`src/rtl/fir_coef_pkg.sv`:
```
package fir_coef_pkg;

    localparam int MODE_FIXED  = 0;
    localparam int MODE_TABLE  = 1;
    localparam int MODE_SERIAL = 2;

    typedef enum logic [1:0] {
        FILL_IDLE   = 2'd0,
        FILL_SERIAL = 2'd1,
        FILL_COPY   = 2'd2
    } fill_state_e;

    // Built-in table word for set s, tap t (caller truncates to coefficient width)
    function automatic logic [31:0] table_word(input int unsigned s, input int unsigned t);
        table_word = 32'((s + 1) * 29 + t * 13 + s * t * 7);
    endfunction

endpackage

```
`src/rtl/fir_coef_rom.sv`:
```
module fir_coef_rom #(
    parameter int NUM_SETS = 4,
    parameter int NUM_TAPS = 8,
    parameter int COEF_W   = 16,
    parameter int ADDR_W   = (NUM_TAPS > 1) ? $clog2(NUM_TAPS) : 1,
    parameter int SET_W    = (NUM_SETS > 1) ? $clog2(NUM_SETS) : 1
) (
    input  logic [SET_W-1:0]  set_i,
    input  logic [ADDR_W-1:0] tap_i,
    output logic [COEF_W-1:0] data_o
);
    logic [COEF_W-1:0] rom [NUM_SETS][NUM_TAPS];

    for (genvar s = 0; s < NUM_SETS; s++) begin : g_set
        for (genvar t = 0; t < NUM_TAPS; t++) begin : g_tap
            assign rom[s][t] = COEF_W'(fir_coef_pkg::table_word(s, t));
        end
    end

    assign data_o = rom[set_i][tap_i];
endmodule

```
`src/rtl/fir_coef_bank.sv`:
```
module fir_coef_bank #(
    parameter int NUM_TAPS = 8,
    parameter int COEF_W   = 16,
    parameter int MODE     = fir_coef_pkg::MODE_TABLE,
    parameter int ADDR_W   = (NUM_TAPS > 1) ? $clog2(NUM_TAPS) : 1
) (
    input  logic              clk,
    input  logic              rst_n,
    input  logic              srst_n,
    input  logic              wr_en_i,
    input  logic              wr_page_i,
    input  logic [ADDR_W-1:0] wr_addr_i,
    input  logic [COEF_W-1:0] wr_data_i,
    input  logic              rd_page_i,
    input  logic [ADDR_W-1:0] rd_addr_i,
    output logic [COEF_W-1:0] rd_data_o
);
    logic [COEF_W-1:0] pages_d [2][NUM_TAPS];
    logic [COEF_W-1:0] pages_q [2][NUM_TAPS];

    function automatic logic [COEF_W-1:0] reset_word(input int t);
        if (MODE == fir_coef_pkg::MODE_SERIAL) return '0;
        return COEF_W'(fir_coef_pkg::table_word(0, t));
    endfunction

    always_comb begin
        pages_d = pages_q;
        if (wr_en_i) begin
            pages_d[wr_page_i][wr_addr_i] = wr_data_i;
        end
    end

    always_ff @(posedge clk or negedge rst_n) begin
        if (!rst_n) begin
            for (int p = 0; p < 2; p++) begin
                for (int t = 0; t < NUM_TAPS; t++) begin
                    pages_q[p][t] <= reset_word(t);
                end
            end
        end else if (!srst_n) begin
            for (int p = 0; p < 2; p++) begin
                for (int t = 0; t < NUM_TAPS; t++) begin
                    pages_q[p][t] <= reset_word(t);
                end
            end
        end else begin
            pages_q <= pages_d;
        end
    end

    assign rd_data_o = pages_q[rd_page_i][rd_addr_i];
endmodule

```
`src/rtl/fir_coef_fill_ctrl.sv`:
```
module fir_coef_fill_ctrl #(
    parameter int NUM_TAPS = 8,
    parameter int NUM_SETS = 4,
    parameter int MODE     = fir_coef_pkg::MODE_TABLE,
    parameter int ADDR_W   = (NUM_TAPS > 1) ? $clog2(NUM_TAPS) : 1,
    parameter int SET_W    = (NUM_SETS > 1) ? $clog2(NUM_SETS) : 1
) (
    input  logic              clk,
    input  logic              rst_n,
    input  logic              srst_n,
    input  logic              refresh_i,
    input  logic [3:0]        set_sel_i,
    input  logic              swap_i,
    input  logic              coef_valid_i,
    output logic              wr_en_o,
    output logic              wr_page_o,
    output logic [ADDR_W-1:0] wr_addr_o,
    output logic [SET_W-1:0]  copy_set_o,
    output logic              done_o,
    output logic              active_o
);
    import fir_coef_pkg::*;

    localparam logic [ADDR_W-1:0] LAST_TAP = ADDR_W'(NUM_TAPS - 1);

    typedef struct packed {
        fill_state_e       fill;
        logic [ADDR_W-1:0] addr;
        logic [SET_W-1:0]  set;
        logic              done;
        logic              active;
    } ctrl_t;

    localparam ctrl_t CTRL_RST = '{fill: FILL_IDLE, addr: '0, set: '0, done: 1'b0, active: 1'b0};

    ctrl_t st_d, st_q;
    logic  wr_en;

    always_comb begin
        st_d  = st_q;
        wr_en = 1'b0;
        if (MODE != MODE_FIXED) begin
            if (swap_i && st_q.done) begin
                st_d.active = ~st_q.active;
                st_d.done   = 1'b0;
            end
            if (refresh_i) begin
                st_d.addr = '0;
                st_d.done = 1'b0;
                st_d.fill = (MODE == MODE_SERIAL) ? FILL_SERIAL : FILL_COPY;
                st_d.set  = (int'(set_sel_i) < NUM_SETS) ? SET_W'(set_sel_i) : '0;
            end else begin
                unique case (st_q.fill)
                    FILL_SERIAL: wr_en = coef_valid_i;
                    FILL_COPY:   wr_en = 1'b1;
                    default:     wr_en = 1'b0;
                endcase
                if (wr_en) begin
                    if (st_q.addr == LAST_TAP) begin
                        st_d.fill = FILL_IDLE;
                        st_d.done = 1'b1;
                    end else begin
                        st_d.addr = st_q.addr + 1'b1;
                    end
                end
            end
        end
    end

    always_ff @(posedge clk or negedge rst_n) begin
        if (!rst_n) begin
            st_q <= CTRL_RST;
        end else if (!srst_n) begin
            st_q <= CTRL_RST;
        end else begin
            st_q <= st_d;
        end
    end

    assign wr_en_o    = wr_en;
    assign wr_page_o  = ~st_q.active;
    assign wr_addr_o  = st_q.addr;
    assign copy_set_o = st_q.set;
    assign done_o     = st_q.done;
    assign active_o   = st_q.active;
endmodule

```
`src/rtl/fir_coef_rdport.sv`:
```
module fir_coef_rdport #(
    parameter int COEF_W = 16
) (
    input  logic              clk,
    input  logic              rst_n,
    input  logic              srst_n,
    input  logic [COEF_W-1:0] word_i,
    output logic [COEF_W-1:0] rd_coef_o
);
    typedef struct packed {
        logic [COEF_W-1:0] data;
    } rd_t;

    rd_t rd_d, rd_q;

    always_comb begin
        rd_d      = rd_q;
        rd_d.data = word_i;
    end

    always_ff @(posedge clk or negedge rst_n) begin
        if (!rst_n) begin
            rd_q <= '0;
        end else if (!srst_n) begin
            rd_q <= '0;
        end else begin
            rd_q <= rd_d;
        end
    end

    assign rd_coef_o = rd_q.data;
endmodule

```
`src/rtl/fir_coef_pages.sv`:
```
module fir_coef_pages #(
    parameter int NUM_TAPS = 8,
    parameter int COEF_W   = 16,
    parameter int NUM_SETS = 4,
    parameter int MODE     = fir_coef_pkg::MODE_TABLE,
    parameter int ADDR_W   = (NUM_TAPS > 1) ? $clog2(NUM_TAPS) : 1
) (
    input  logic              clk,
    input  logic              rst_n,
    input  logic              srst_n,
    input  logic              refresh_i,
    input  logic [3:0]        set_sel_i,
    input  logic              swap_i,
    input  logic [COEF_W-1:0] coef_i,
    input  logic              coef_valid_i,
    input  logic [ADDR_W-1:0] rd_addr_i,
    output logic [COEF_W-1:0] rd_coef_o,
    output logic              done_o
);
    localparam int SET_W = (NUM_SETS > 1) ? $clog2(NUM_SETS) : 1;

    logic              wr_en;
    logic              wr_page;
    logic [ADDR_W-1:0] wr_addr;
    logic [SET_W-1:0]  copy_set;
    logic              active_pg;
    logic [COEF_W-1:0] rom_word;
    logic [COEF_W-1:0] wr_data;
    logic [COEF_W-1:0] act_word;

    fir_coef_fill_ctrl #(
        .NUM_TAPS(NUM_TAPS), .NUM_SETS(NUM_SETS), .MODE(MODE),
        .ADDR_W(ADDR_W), .SET_W(SET_W)
    ) u_ctrl (
        .clk(clk), .rst_n(rst_n), .srst_n(srst_n),
        .refresh_i(refresh_i), .set_sel_i(set_sel_i), .swap_i(swap_i),
        .coef_valid_i(coef_valid_i),
        .wr_en_o(wr_en), .wr_page_o(wr_page), .wr_addr_o(wr_addr),
        .copy_set_o(copy_set), .done_o(done_o), .active_o(active_pg)
    );

    fir_coef_rom #(
        .NUM_SETS(NUM_SETS), .NUM_TAPS(NUM_TAPS), .COEF_W(COEF_W),
        .ADDR_W(ADDR_W), .SET_W(SET_W)
    ) u_rom (
        .set_i(copy_set), .tap_i(wr_addr), .data_o(rom_word)
    );

    if (MODE == fir_coef_pkg::MODE_SERIAL) begin : g_serial_src
        assign wr_data = coef_i;
    end else begin : g_table_src
        assign wr_data = rom_word;
    end

    fir_coef_bank #(
        .NUM_TAPS(NUM_TAPS), .COEF_W(COEF_W), .MODE(MODE), .ADDR_W(ADDR_W)
    ) u_bank (
        .clk(clk), .rst_n(rst_n), .srst_n(srst_n),
        .wr_en_i(wr_en), .wr_page_i(wr_page), .wr_addr_i(wr_addr),
        .wr_data_i(wr_data),
        .rd_page_i(active_pg), .rd_addr_i(rd_addr_i), .rd_data_o(act_word)
    );

    fir_coef_rdport #(
        .COEF_W(COEF_W)
    ) u_rd (
        .clk(clk), .rst_n(rst_n), .srst_n(srst_n),
        .word_i(act_word), .rd_coef_o(rd_coef_o)
    );
endmodule

```
`config.mk`:
```
export PLATFORM = sky130hd
export DESIGN_NAME = fir_coef_pages
export DESIGN_NICKNAME = d
export VERILOG_FILES = /design/src/rtl/fir_coef_pkg.sv /design/src/rtl/fir_coef_rom.sv /design/src/rtl/fir_coef_bank.sv /design/src/rtl/fir_coef_fill_ctrl.sv /design/src/rtl/fir_coef_rdport.sv /design/src/rtl/fir_coef_pages.sv
export SDC_FILE = /design/constraint.sdc
export NUM_CORES = 1
export LEC_CHECK = 0
export ABC_AREA = 0
export BUFFER_PORTS_ARGS = -buffer_cell sky130_fd_sc_hd__buf_2
export CAP_MARGIN = 20
export CORE_AREA = 2 2 168 170
export DETAILED_ROUTE_END_ITERATION = 16
export DIE_AREA = 0 0 170 172
export GPL_TIMING_DRIVEN = 0
export PLACE_DENSITY = 0.69
export SKIP_CTS_REPAIR_TIMING = 1
export SLEW_MARGIN = 30
export SYNTH_ARGS = -nofsm -noshare
export SYNTH_HDL_FRONTEND = slang
export SYNTH_HIERARCHICAL = 1
export SYNTH_SLANG_ARGS = --single-unit
```
`constraint.sdc`:
```
create_clock -name clk -period 3.3 [get_ports clk]
set_clock_uncertainty 0.2 [all_clocks]
set_input_delay 0.33 -clock clk [delete_from_list [all_inputs] [get_ports clk]]
set_output_delay 0.33 -clock clk [all_outputs]
set_load 0.005 [all_outputs]
```
# Yosys cells after proc, flatten, opt, wreduce, memory -nomap -nowiden
# Index checks and enable logic that the tools add are counted.
word_totals:
  word_cells: 85
  out_inout_bits: 17
  regBits: 281
  in_bits: 29
classes:
  addsub: 1
  n_lt_le_gt_ge: 8
  mux: 34
  reduce_logical: 5
  eq_ne: 9
  n_bitwise: 6
op_table:
  columns: ["cell", "n"]
  rows:
  - ["128-bit two-way mux", 6]
  - ["256-bit two-way mux", 2]
  - ["128-bit binary-select mux with 2-bit select", 1]
  - ["256-bit bitwise mux", 1]
  - ["128-bit demux with 1-bit select", 1]
  - ["16-bit binary-select mux with 3-bit select", 2]
  - ["16-bit two-way mux", 6]
  - ["16-bit demux with 3-bit select", 1]
  - ["5-bit two-way mux", 2]
  - ["9-bit two-way mux", 1]
  - ["4-bit >= comparator, second input constant", 2]
  - ["2-bit two-way mux", 4]
  - ["3-bit inverter with 4-bit output", 2]
  - ["2-bit by 1-bit inequality test with 1-bit output, second input constant", 3]
  - ["3-bit by 1-bit inequality test with 1-bit output, second input constant", 2]
  - ["1-bit two-way mux", 5]
  - ["2-bit >= comparator, second input constant", 2]
  - ["4-bit by 1-bit less-than comparator with 1-bit output, second input constant", 1]
  - ["4-bit by 3-bit less-than comparator with 1-bit output, second input constant", 1]
  - ["1-bit inverter with 2-bit output", 2]
  - ["2-bit AND reduction", 2]
  - ["3-bit by 1-bit adder with 3-bit output, second input constant", 1]
  - ["3-bit equality test, second input constant", 1]
  - ["3-bit >= comparator, second input constant", 1]
  - ["9 further kinds", 11]

# Longest topological paths before layout
logic_depth:
  ltp_word: 10
  mapped_depth: 11
  mapped_depth_nobuf: 7

# Cells and area by module
# The synthesis kept the hierarchy.
modules_own_cells:
  columns: ["mod", "area_each_um2", "n_inst", "cells_per_inst", "seq_area_each_um2"]
  rows:
  - ["fir_coef_bank", 13131.3, 1, 1364, 6483.7]
  - ["fir_coef_rom", 533.0, 1, 74, 0.0]
  - ["fir_coef_rdport", 526.8, 1, 33, 400.4]
  - ["fir_coef_fill_ctrl", 415.4, 1, 39, 200.2]

# Worst setup path before layout
# OpenSTA, ideal clock, no wires.
synth_path:
  kind: "reg-to-reg"
  startpoint: "register u_ctrl.st_q (netlist bit u_ctrl/copy_set_o[0])"
  endpoint: "register u_bank/pages_q[146] (netlist name)"
  slack_ns: 0.928
  setup_time_ns: 0.136
  t_arrival_ns: 2.036
  stages_incl_launch_ff: 11
  path_cell_list: "dfrtp_1 -> buf_4 -> inv_1 -> ha_1 -> nand2b_1 -> a22o_1 -> a211o_1 -> clkbuf_1 -> clkbuf_1 -> nand3_1 -> a21oi_1"
synth_between:
  elab_chain_len: 10
synth_lines:
  columns: ["element", "line", "rtl"]
  rows:
  - ["start: declaration", "fir_coef_fill_ctrl.sv:36", "ctrl_t st_d, st_q;"]
  - ["start signal: assignment", "fir_coef_fill_ctrl.sv:76", "st_q <= st_d;"]
  - ["2-bit inverter with 3-bit output (implied by the code)", "fir_coef_rom.sv:20", "assign data_o = rom[set_i][tap_i];"]
  - ["128-bit binary-select mux with 2-bit select", "fir_coef_rom.sv:20", null]
  - ["128-bit two-way mux (implied by the code) (2 in a row)", "fir_coef_rom.sv:20", null]
  - ["16-bit binary-select mux with 3-bit select", "fir_coef_rom.sv:20", null]
  - ["16-bit two-way mux (implied by the code) (2 in a row)", "fir_coef_rom.sv:20", null]
  - ["named net rom_word[2]", "fir_coef_pages.sv:27", "logic [COEF_W-1:0] rom_word;"]
  - ["256-bit bitwise mux", "fir_coef_bank.sv:29", "pages_d[wr_page_i][wr_addr_i] = wr_data_i;"]
  - ["256-bit two-way mux", "fir_coef_bank.sv:28", "if (wr_en_i) begin"]
  - ["256-bit two-way mux", "fir_coef_bank.sv:40", "end else if (!srst_n) begin"]
  - ["end signal: indexed assignment", "fir_coef_bank.sv:37", "pages_q[p][t] <= reset_word(t);"]
  - ["end signal: indexed assignment", "fir_coef_bank.sv:43", "pages_q[p][t] <= reset_word(t);"]
  - ["end signal: assignment", "fir_coef_bank.sv:47", "pages_q <= pages_d;"]
  - ["end: declaration", "fir_coef_bank.sv:19", "logic [COEF_W-1:0] pages_q [2][NUM_TAPS];"]
# The timed path passes the listed nets, and every way through them passes these cells. The select of a mux whose other input is x is not followed.
# A chain may end at the register's enable or synchronous reset.

# Worst setup path in the final report
layout_path:
  startpoint: "register u_ctrl.st_q (netlist bit u_ctrl/wr_addr_o[0])"
  endpoint: "register u_bank/pages_q[160] (netlist name)"
layout_between:
  word_cells_on_any_way: 14
  cone_classes: "order compare: 2; mux: 10; bitwise: 1; reduce/logical: 1"
layout_rtl:
  columns: ["element", "line"]
  rows:
  - ["3-bit inverter with 4-bit output (implied by the code)", "fir_coef_rom.sv:20"]
  - ["16-bit binary-select mux with 3-bit select", "fir_coef_rom.sv:20"]
  - ["16-bit two-way mux (implied by the code) (2 in a row)", "fir_coef_rom.sv:20"]
  - ["named net rom_word[0]", "fir_coef_pages.sv:27"]
  - ["256-bit bitwise mux", "fir_coef_bank.sv:29"]
  - ["256-bit two-way mux", "fir_coef_bank.sv:28"]
  - ["256-bit two-way mux", "fir_coef_bank.sv:40"]
# The timed path passes the listed nets, and every way through them passes these cells. The select of a mux whose other input is x is not followed.

==> impl_metrics.env <==
export IMPL_wl_per_cell_um=26.55
export IMPL_tns_ns=0
export IMPL_area_growth_pct=12.31
export IMPL_synth_flop_cell="dfrtp_1"
export IMPL_io_pins=46
export IMPL_ir_drop_mv=0.4992
export IMPL_setup_viol_count_final=0
export IMPL_period_share_pct=98.53
export IMPL_ant_nets=0
export IMPL_cts_sink_count=280
export IMPL_synth_area_um2=14610
export IMPL_start_kind="register"
export IMPL_rsz0062_at_grt="false"
export IMPL_clk_latency_ns=0.56
export IMPL_violations="hold timing"
export IMPL_area_sequential_um2=7084
export IMPL_tightest_slew_ns=1.057
export IMPL_min_period_ns=3.252
export IMPL_finalWirelength_mm=51.98
export IMPL_ys_seq_area_share_pct=48.50
export IMPL_fmax_mhz=307.5
export IMPL_syn_instance_count=1510
export IMPL_ys_types=56
export IMPL_drtPass1Iterations=8
export IMPL_synth_mux_area_share_pct=10.15
export IMPL_vias=13370
export IMPL_tritoncts="built"
export IMPL_grt_max_degree=87
export IMPL_via_per_inst=6.830
export IMPL_gp_congestion=0.9734
export IMPL_arrival_ns=3.52
export IMPL_critPathMostFrequentCell="clkbuf_1"
export IMPL_path_clk_slew_ns=0.06
export IMPL_critPathTopFamily="buffers and inverters"
export IMPL_drive_gt1_share_pct=19.23
export IMPL_cts_made_buffers=30
export IMPL_insertedDiodeCount=0
export IMPL_p_leak_nw=6.401
export IMPL_synth_top_family_by_area="compound AO/OA/AOI/OAI gates"
export IMPL_endpoint_kind="register"
export IMPL_worstSetupPathDepth=8
export IMPL_reg2reg_depth=8
export IMPL_ys_seq_elements=280
export IMPL_synthAdderAreaFrac_pct=0.9423
export IMPL_cts_max_level=1
export IMPL_die_h_um=172
export IMPL_avgSynthCellArea_um2=9.673
export IMPL_synth_edf_count=0
export IMPL_ff2ff_setup_slack_ns=0.05
export IMPL_grt_pass1_wl_mm=79.20
export IMPL_root_buffer="clkbuf_16"
export IMPL_hp_class="input port to register"
export IMPL_fillCellCount=2381
export IMPL_crit_type="register to register"
export IMPL_p_per_area_nw_per_um2=451.6
export IMPL_cp_buffers_inverters=5
export IMPL_synth_xor_area_share_pct=0.2998
export IMPL_ys_warn_count=6
export IMPL_worstPathRequired_ns=3.57
export IMPL_grt_use_total_pct=36.20
export IMPL_synthArstFlopShare_pct=100.0
export IMPL_max_cap_violations=0
export IMPL_slew_violations=0
export IMPL_synth_compound_area_share_pct=18.56
export IMPL_grt_overflow_total=0
export IMPL_rows=61
export IMPL_maxSlewHeadroom_pct=29.55
export IMPL_grt_pass1_vias=12870
export IMPL_hold_ws_ns=-0.01702
export IMPL_fin_nets=1628
export IMPL_hold_viol=1
export IMPL_path_max_fanout=10
export IMPL_clockBufferDepth=3
export IMPL_finalPower_mw=7.408
export IMPL_hpwl_mm=35.50
export IMPL_antenna_found_initial=0
export IMPL_drc=0
export IMPL_die_area_um2=29240
export IMPL_synthSimpleGateAreaFrac_pct=14.73
export IMPL_fp_dieW_um=170
export IMPL_core_area_um2=27480
export IMPL_status="complete, but fails checks"
export IMPL_crit_chain="buf_4, buf_2, inv_1, ha_1, clkbuf_1, clkbuf_1, nand3_1, a21oi_1"
export IMPL_first_iter_violations=1792
export IMPL_start_util_pct=53.16
export IMPL_slowest_stage="clkbuf_1"
export IMPL_io_buffer_count=27
export IMPL_max_stage_delay_ns=0.85
export IMPL_multi_input_area_um2=6554
export IMPL_hold_depth=2
## cell usage in the layout (no fill, tap or decap), types with 5 or more instances in the layout
| cell type | n |
|---|---|
| ha_1 | 11 |
| clkbuf_16 | 31 |
| nor2b_1 | 7 |
| clkbuf_8 | 8 |
| nand2b_1 | 9 |
| clkbuf_1 | 124 |
| dlygate4sd3_1 | 10 |
| nand3_1 | 323 |
| nand2_1 | 26 |
| dfstp_2 | 62 |
| and2_2 | 12 |
| dfrtp_1 | 218 |
| mux4_2 | 64 |
| and2_1 | 8 |
| a22oi_1 | 33 |
| nor2_1 | 9 |
| o21ai_1 | 41 |
| inv_1 | 5 |
| buf_4 | 16 |
| conb_1 | 7 |
| o21ai_0 | 222 |
| buf_2 | 89 |
| a21oi_1 | 198 |
| buf_1 | 10 |
| clkbuf_2 | 7 |
| clkinv_2 | 5 |
## final cells by class
cell class                      count  area share [%]
Buffer                            212           5.888
Timing Repair Buffer               41           2.166
Clock inverter                      6          0.3356
Multi-Input combinational cell   1015           39.95
Tap cell                          346           2.639
Clock buffer                       50           5.652
Sequential cell                   280           43.19
Inverter                            8          0.1831
## per-layer routing
layer	vias up	GRT usage [%]	routed length, um
li1	5645	-	-
met1	6651	48.16	19620
met2	889	55.01	22900
met3	188	9.453	6326
met4	0	18.84	3136
met5	-	0	0
## Yosys cell counts (all sizes together), types with 2 or more instances
| cell | count | area (um2) |
|---|---|---|
| clkbuf | 121 | 454.2 |
| dfrtp | 218 | 5455 |
| a22oi | 33 | 247.7 |
| nand3b | 3 | 22.52 |
| a22o | 2 | 17.52 |
| clkinv | 2 | 7.510 |
| nor2b | 8 | 57.55 |
| and3 | 3 | 18.77 |
| nand3 | 323 | 1617 |
| dfstp | 62 | 1629 |
| and3b | 3 | 26.28 |
| mux2i | 3 | 30.03 |
| ha | 11 | 137.6 |
| inv | 6 | 22.52 |
| o211ai | 2 | 15.01 |
| xnor2 | 4 | 35.03 |
| a21oi | 198 | 991.0 |
| nand2 | 26 | 97.59 |
| nand2b | 9 | 56.30 |
| buf | 92 | 506.7 |
| and2 | 20 | 140.1 |
| a21boi | 2 | 15.02 |
| o21ai | 263 | 1316 |
| nor2 | 9 | 33.78 |
| mux4 | 64 | 1441 |
## metrics by stage
stage / area, um2 / setup slack, ns / hold slack [ns] / utilization, % / std cells
after floorplan: 14630 / 0.9276 / -0.1656 / - / 1516
after global placement: 15200 / -3.567 / 0.2889 / 55.31 / 1889
after detailed placement: 15320 / -0.2198 / 0.1715 / 55.75 / 1893
after CTS: 16300 / -0.2474 / -0.4038 / 59.32 / 1949
after global routing: 16400 / 0.001287 / -0.0004103 / 59.70 / 1958
final: 16400 / 0.04841 / -0.01702 / 59.70 / 1958
## where the power goes
part | switching, mW | internal, mW | leakage, nW | total (mW)
Clock | 1.39 | 1.98 | 0.486 | 3.37
Combinational | 0.443 | 0.132 | 2.23 | 0.575
Sequential | 0.00813 | 3.46 | 3.69 | 3.47
## worst paths after layout
kind                                      from                    to
setup / recovery           u_ctrl/wr_addr_o[0]   u_bank/pages_q[160]
hold / removal                          srst_n  u_ctrl/copy_set_o[1]
setup reg to reg           u_ctrl/wr_addr_o[0]   u_bank/pages_q[160]
hold reg to reg             u_bank/pages_q[97]    u_bank/pages_q[97]
max in group asynchronous                rst_n   u_bank/pages_q[244]
min in group asynchronous                rst_n     u_bank/pages_q[7]
## logic make-up (layout without fill, tap and decap cells)
group                      count (synthesis)  count (layout)
AOI/OAI and AO/OA                        513             513
adders and majority gates                 11              11
xor gates and xnor gates                   5               5
DFF                                      280             280
buffers and inverters                    221             317
other                                      1               7
muxes                                     68              68
and+or+nand+nor                          411             411
## sequential cells by signal, summed over array words and instances (netlist names)
| signal | cells |
|---|---|
| u_rd/rd_coef_o | 16 |
| u_ctrl/wr_addr_o | 3 |
| u_ctrl/active_o | 1 |
| u_ctrl/st_q | 1 |
| u_ctrl/copy_set_o | 2 |
| u_bank/pages_q | 256 |
| u_ctrl/done_o | 1 |
## worst register-to-register path: stages (launching register included)
cell and delay (ns):
dfrtp_1 0.41, buf_4 0.18, buf_2 0.18, inv_1 0.16
ha_1 0.17, clkbuf_1 0.67, clkbuf_1 0.85, nand3_1 0.16
a21oi_1 0.18
(Power assumes the default switching activity.)
